$ cat src/rtl/seqdet_pkg.sv
package seqdet_pkg;

  localparam int unsigned PAT_LEN = 7;
  // Most significant bit is the first bit received.
  localparam logic [PAT_LEN-1:0] PATTERN = 7'b1110010;
  localparam int unsigned STATE_W = $clog2(PAT_LEN + 1);
  localparam int unsigned N_CODES = 2 ** STATE_W;

  typedef logic [STATE_W-1:0] state_t;

  // Pattern bit in arrival order: index 0 is received first.
  function automatic logic pat_bit(input int unsigned idx);
    return PATTERN[PAT_LEN-1-idx];
  endfunction

  // Longest pattern prefix that is a suffix of (matched prefix of length k, then b).
  function automatic state_t next_of(input int unsigned k, input logic b);
    logic [PAT_LEN:0] seq;
    int unsigned      len;
    int unsigned      best;
    logic             ok;
    seq  = '0;
    best = 0;
    if (k > PAT_LEN) begin
      return state_t'(0);
    end
    for (int unsigned i = 0; i < PAT_LEN; i++) begin
      if (i < k) seq[i] = pat_bit(i);
    end
    seq[k] = b;
    len = k + 1;
    for (int unsigned j = 1; j <= PAT_LEN; j++) begin
      if (j <= len) begin
        ok = 1'b1;
        for (int unsigned t = 0; t < PAT_LEN; t++) begin
          if (t < j && seq[len-j+t] != pat_bit(t)) ok = 1'b0;
        end
        if (ok) best = j;
      end
    end
    return state_t'(best);
  endfunction

endpackage

$ cat src/rtl/seqdet_rst_sync.sv
module seqdet_rst_sync #(
  parameter int unsigned STAGES = 2
) (
  input  logic clk,
  input  logic rst_n,
  output logic rst_sync_n
);

  logic [STAGES-1:0] sync_q;

  always_ff @(posedge clk or negedge rst_n) begin
    if (!rst_n) begin
      sync_q <= '0;
    end else begin
      sync_q <= {sync_q[STAGES-2:0], 1'b1};
    end
  end

  assign rst_sync_n = sync_q[STAGES-1];

endmodule

$ cat src/rtl/seqdet_next.sv
module seqdet_next
  import seqdet_pkg::*;
(
  input  state_t cur,
  input  logic   bit_in,
  output state_t nxt
);

  state_t on0 [N_CODES];
  state_t on1 [N_CODES];

  for (genvar k = 0; k < N_CODES; k++) begin : g_row
    assign on0[k] = next_of(k, 1'b0);
    assign on1[k] = next_of(k, 1'b1);
  end

  always_comb begin
    if (bit_in) nxt = on1[cur];
    else        nxt = on0[cur];
  end

endmodule

$ cat src/rtl/seqdet_state_reg.sv
module seqdet_state_reg
  import seqdet_pkg::*;
(
  input  logic   clk,
  input  logic   rst_sync_n,
  input  state_t d,
  output state_t q
);

  always_ff @(posedge clk or negedge rst_sync_n) begin
    if (!rst_sync_n) begin
      q <= '0;
    end else begin
      q <= d;
    end
  end

endmodule

$ cat src/rtl/serial_pattern_fsm.sv
module serial_pattern_fsm
  import seqdet_pkg::*;
#(
  parameter int unsigned SYNC_STAGES = 2
) (
  input  logic               clk,
  input  logic               rst_n,
  input  logic               din,
  output logic               match,
  output logic [STATE_W-1:0] state
);

  logic   rst_int_n;
  state_t state_q;
  state_t state_d;

  seqdet_rst_sync #(.STAGES(SYNC_STAGES)) u_rst_sync (
    .clk        (clk),
    .rst_n      (rst_n),
    .rst_sync_n (rst_int_n)
  );

  seqdet_next u_next (
    .cur    (state_q),
    .bit_in (din),
    .nxt    (state_d)
  );

  seqdet_state_reg u_state (
    .clk        (clk),
    .rst_sync_n (rst_int_n),
    .d          (state_d),
    .q          (state_q)
  );

  // Moore decode: full pattern seen.
  always_comb begin
    match = (state_q == state_t'(PAT_LEN));
  end

  assign state = state_q;

endmodule

$ cat config.mk
export PLATFORM = sky130hd
export DESIGN_NAME = serial_pattern_fsm
export DESIGN_NICKNAME = d
export VERILOG_FILES = /design/src/rtl/seqdet_pkg.sv /design/src/rtl/seqdet_rst_sync.sv /design/src/rtl/seqdet_next.sv /design/src/rtl/seqdet_state_reg.sv /design/src/rtl/serial_pattern_fsm.sv
export SDC_FILE = /design/constraint.sdc
export NUM_CORES = 1
export LEC_CHECK = 0
export CAP_MARGIN = 20
export CELL_PAD_IN_SITES_DETAIL_PLACEMENT = 1
export CELL_PAD_IN_SITES_GLOBAL_PLACEMENT = 2
export CORE_AREA = 4 4 41 43
export CTS_CLUSTER_DIAMETER = 120
export DETAILED_ROUTE_END_ITERATION = 10
export DIE_AREA = 0 0 45 47
export GPL_ROUTABILITY_DRIVEN = 0
export MAX_ROUTING_LAYER = met4
export PLACE_DENSITY_LB_ADDON = 0.12
export SETUP_SLACK_MARGIN = 0.02
export SLEW_MARGIN = 20
export SYNTH_ARGS = -nofsm -noshare
export SYNTH_HDL_FRONTEND = slang
export SYNTH_HIERARCHICAL = 1
export SYNTH_SLANG_ARGS = --single-unit
$ cat constraint.sdc
create_clock -name clk -period 0.85 [get_ports clk]
set_input_delay 0.17 -clock clk [delete_from_list [all_inputs] [get_ports clk]]
set_output_delay 0.17 -clock clk [all_outputs]
set_load 0.01 [all_outputs]
Yosys cells after proc, flatten, opt, wreduce, memory -nomap -nowiden
Memory sizes are Yosys's and may differ from the RTL's.
Cells that the tools add are included.
{"block": "totals", "ff_bits": 5, "rom_bits": 48, "input_bits": 3, "output_inout_bits": 4, "wordCells": 12, "memories": 2}
{"block": "classes", "n_lt_le_gt_ge": 1, "eq_ne": 1, "muxes": 5, "bitwise": 1}
{"memory": "(name not given)", "words": 8, "word_bits": 3, "rd": 1, "rd_clocked_by_memory_dff": 0, "write_ports": 0, "line": "seqdet_next.sv:18", "text": "if (bit_in) nxt = on1[cur];"}
{"memory": "(name not given)", "words": 8, "word_bits": 3, "rd": 1, "rd_clocked_by_memory_dff": 0, "write_ports": 0, "line": "seqdet_next.sv:19", "text": "else nxt = on0[cur];"}
{"cell": "$mux W3", "n": 5}
{"cell": "$ge A4 B4 Y1 const B", "n": 1}
{"cell": "$not A3 Y4", "n": 1}
{"cell": "$eq A3 B3 Y1 const B", "n": 1}

Longest topological paths before layout
{"block": "depth", "ltp_word": 5, "mapped_depth": 5, "mapped_depth_nobuf": 5}

Cells and area by module
The synthesis kept the hierarchy.
{"module": "seqdet_next", "instances": 1, "cells_per_inst": 17, "area_each_um2": 133.9, "seq_area_each_um2": 0.0}
{"module": "seqdet_state_reg", "instances": 1, "cells_per_inst": 3, "area_each_um2": 75.1, "seq_area_each_um2": 75.1}
{"module": "seqdet_rst_sync", "instances": 1, "cells_per_inst": 3, "area_each_um2": 53.8, "seq_area_each_um2": 50.0}
{"module": "serial_pattern_fsm", "instances": 1, "cells_per_inst": 1, "area_each_um2": 6.3, "seq_area_each_um2": 0.0}

Worst setup path after synthesis
OpenSTA, ideal clock, no wires.
{"block": "synth_timing", "path_kind": "register -> register", "startpoint": "register u_state.q[0]", "endpoint": "register u_state.q[1]", "setup_time_ns": 0.117, "arrival_ns": 1.193, "required_time_ns": 0.733, "path_slack_ns": -0.460, "path_stages_with_launch": 6, "path_buffers": 0, "period_less_slack_ns": 1.310, "path_cell_list": "dfrtp_1 -> inv_1 -> ha_1 -> mux2_4 -> nand2_2 -> o21ai_2"}
{"block": "synth_via", "elab_chain_len": 5, "elab_cells_between_ends": 8, "classes_between": "mux (5); bitwise (1); memory (2)"}
{"item": "from (decl)", "line": "seqdet_state_reg.sv:7", "text": "output state_t q"}
{"item": "from (signal assigned)", "line": "seqdet_state_reg.sv:12", "text": "q <= '0;"}
{"item": "from (signal assigned)", "line": "seqdet_state_reg.sv:14", "text": "q <= d;"}
{"item": "$not A3 Y4 (not written as such) (*)", "line": "seqdet_next.sv:18, seqdet_next.sv:19"}
{"item": "$mem_v2 Z8 W3, on equally long branches"}
{"item": "$mux W3, on equally long branches (2 in series)", "line": "seqdet_next.sv:19, seqdet_next.sv:18"}
{"item": "$mux W3 (*)", "line": "seqdet_next.sv:18"}
{"item": "named net state_d[1]", "line": "serial_pattern_fsm.sv:15", "text": "state_t state_d;"}
The timed path passes the listed nets; every way through them passes the cells marked *. The select of a mux whose other input is x is not followed.

Final worst setup path
{"block": "layout_timing", "startpoint": "register u_state.q[1]", "endpoint": "register u_state.q[1]"}
Same word-level chain as after synthesis.

==> run_results.csv <==
group,metric,value,unit
timing,skew,0.00908,ns
cells_and_area,fin_area,434,sq um
cells_and_area,drive_above_1_share,52.5,%
critical_path,worst-endpoint-arrival,1.31,ns
critical_path,cp-startpoint,"u_state/q[1]",
critical_path,startpoint_type,"flip-flop",
synthesis,netlist_area,269,sq um
pwr,p_per_area,3320,mW/mm^2
die,die_w,45,microns
global_route,grt_usage,8.11,%
clock_network,cts_made_buffers,3,
die,ios,7,
detailed_routing,drc_errors,0,
global_route,grt_pass1_wl,1060,microns
placed_design,place_area,380,sq um
critical_path,max_stage_delay,0.40,ns
timing,post-route-min-period,1.19,ns
placed_design,io_buffers,6,
status,outcome,"complete, but fails checks",
synthesis,syn-num-nets,31,
critical_path,cp.required,0.97,ns
synthesis,avgSynthCellArea,11.2,sq um
clock_network,cts.sinks,5,
global_route,overflow,0,
placed_design,place_hpwl,505,microns
critical_path,crit_path_cell_trace,"buf_6 > ha_1 > mux2_4 > nand2_2 > o21ai_2",
clock_network,cts_tree,"built",
placed_design,dpl.cell_count,49,
synthesis,yosys.cell_types.count,14,
critical_path,critPathCaptureType,"flip-flop",
die,die_h,47,microns
die,rows,13,
run,maxCapViolCount,0,
detailed_routing,drt_first_pass_iters,2,
global_route,first_global_vias,225,
timing,finalMaxSlewViolations,0,
cells_and_area,antennaDiodeCount,0,
global_route,grt_use_met1,7.37,%
clock_network,clock_latency,0.24,ns
detailed_routing,routed_wl,637,microns
synthesis,syn_inst,24,
timing,period_share,140,%
clock_network,clockBufferDepth,2,
synthesis,ys_seq_elements,5,
pwr,p_leak,0.216,nW
critical_path,critPathMaxFanout,3,
global_route,antenna_found_initial,0,
global_route,use_met3,2.68,%
detailed_routing,vias,216,
timing,setup_violations,7,
detailed_routing,wl_per_cell,11.6,microns
die,die_area,0.00212,sq mm
cells_and_area,fill_cells,155,
hold_path,min_path_type,"flip-flop to async pin",
cells_and_area,syn2layout_area_growth,61.4,%
timing,hold_viol_final,0,
die,initial_core_util,20.7,%
detailed_routing,ant_nets,0,
cells_and_area,finalNetCount,48,
detailed_routing,via_per_inst,3.93,
global_route,grtUsageMet2,12.7,%
clock_network,cts_max_level,1,
die,core-area,0.00130,sq mm
timing,rsz0062_at_grt,"yes",
synthesis,synth_seq_area_share,46.5,%
timing,fmax,839,MHz
critical_path,crit_type,"flip-flop to flip-flop",
global_route,gr-max-usage-layer,"met2",
clock_network,clk_pin_slew,0.05,ns
pwr,irDropWorstVdd,0.00119,V
cells_and_area,stdcell_count,55,
timing,setup_slack,-0.341,ns
clock_network,root_buffer,"clkbuf_4",
critical_path,critPathSlowestCell,"dfrtp_1",
synthesis,ys_warn_count,6,
timing,holdWs,0.0387,ns
global_route,grt_max_degree,6,
critical_path,r2r-start,"u_state/q[1]",
status,violations,"setup timing",
detailed_routing,drt_iter0_drc,2,
-- worst max-delay path: cells and delay by family, from the launching register on --
family | cells | cell delay [ns]
buffers and inverters | 1 | 0.13
flip-flops | 1 | 0.40
multiplexers | 1 | 0.27
AND/OR/NAND/NOR | 1 | 0.06
adder cells (fa/ha/maj) | 1 | 0.17
AO/OA/AOI/OAI | 1 | 0.05
-- Yosys cell counts --
library cell | count | area (sq um)
mux2_4 | 1 | 15.0
a22o_1 | 1 | 8.76
nand2_1 | 2 | 7.51
nand2b_1 | 1 | 6.26
nor2_1 | 1 | 3.75
nand2_2 | 1 | 6.26
conb_1 | 1 | 3.75
inv_1 | 2 | 7.51
o21ai_0 | 2 | 10.0
o21ai_2 | 1 | 8.76
dfrtp_1 | 5 | 125
ha_1 | 4 | 50.1
mux2i_1 | 1 | 10.0
and3_1 | 1 | 6.26
-- power by group --
part	internal, mW	total, mW	switching [mW]
Clock	0.177	0.273	0.0958
Combinational	0.456	0.786	0.330
Sequential	0.313	0.385	0.0721
Total	0.946	1.44	0.498
-- repair_timing --
item / 4_1_cts / 5_1_grt
gates resized for setup: 20 / 2
setup endpoints to repair: 7 / 7
buffers inserted: 1 / 1
hold buffers: 0 / 0
pin swaps: 4 / 0
-- flip-flops by register name, summed over array words and instances (netlist names) --
register,cells
u_state/q,3
u_rst_sync/sync_q,2
-- final timing paths --
kind                            slack (ns)                   end  depth (start not counted)
worst max-delay path                 -0.34          u_state/q[1]                          5
worst min-delay path                  0.04          u_state/q[0]                          0
worst max register to register       -0.34          u_state/q[1]                          5
worst min register to register        0.04          u_state/q[0]                          0
max in group asynchronous             0.64  u_rst_sync/sync_q[1]                          1
min in group clk                      0.35  u_rst_sync/sync_q[1]                          0
-- placed cells by master, fill, tap and decap left out, drive strengths merged, types with 2 or more instances in the layout --
cell | netlist | routed
buf | 0 | 10
clkbuf | 0 | 4
clkdlybuf4s50 | 0 | 2
dfrtp | 5 | 5
ha | 4 | 4
inv | 2 | 2
nand2 | 3 | 3
o21ai | 3 | 3
-- per-layer routing --
metal / up-vias / wire length, microns
li1: 109 / -
met4: 0 / 0
met5: - / 0
met1: 101 / 250
met3: 0 / 37
met2: 6 / 349
-- logic make-up after synthesis --
kind of cell | Yosys count | share of synthesized area [%]
and+or+nand+nor | 6 | 11.2
DFF | 5 | 46.5
AOI/OAI and AO/OA | 4 | 10.2
adders and majority gates | 4 | 18.6
buffers and inverters | 2 | 2.79
muxes | 2 | 9.30
other | 1 | 1.39
-- through the flow --
| stage | utilization (%) | total power, mW | worst slack (ns) | TNS, ns |
|---|---|---|---|---|
| floorplan | - | 0.712 | -0.399 | -0.922 |
| global placement | 29.2 | 1.03 | -0.454 | -2.53 |
| detailed placement | 29.2 | 1.05 | -0.475 | -2.62 |
| CTS | 32.0 | 1.42 | -0.348 | -1.85 |
| global route | 33.4 | 1.59 | -0.388 | -2.21 |
| finish | 33.4 | 1.44 | -0.341 | -1.81 |
-- final cells by class --
class | count | area [sq um] | area share, %
Clock buffer | 4 | 26.3 | 6.05
Inverter | 2 | 7.51 | 1.73
Multi-Input combinational cell | 17 | 149 | 34.3
Sequential cell | 5 | 128 | 29.4
Tap cell | 15 | 18.8 | 4.32
Timing Repair Buffer | 12 | 105 | 24.2
(Power assumes the default switching activity.)
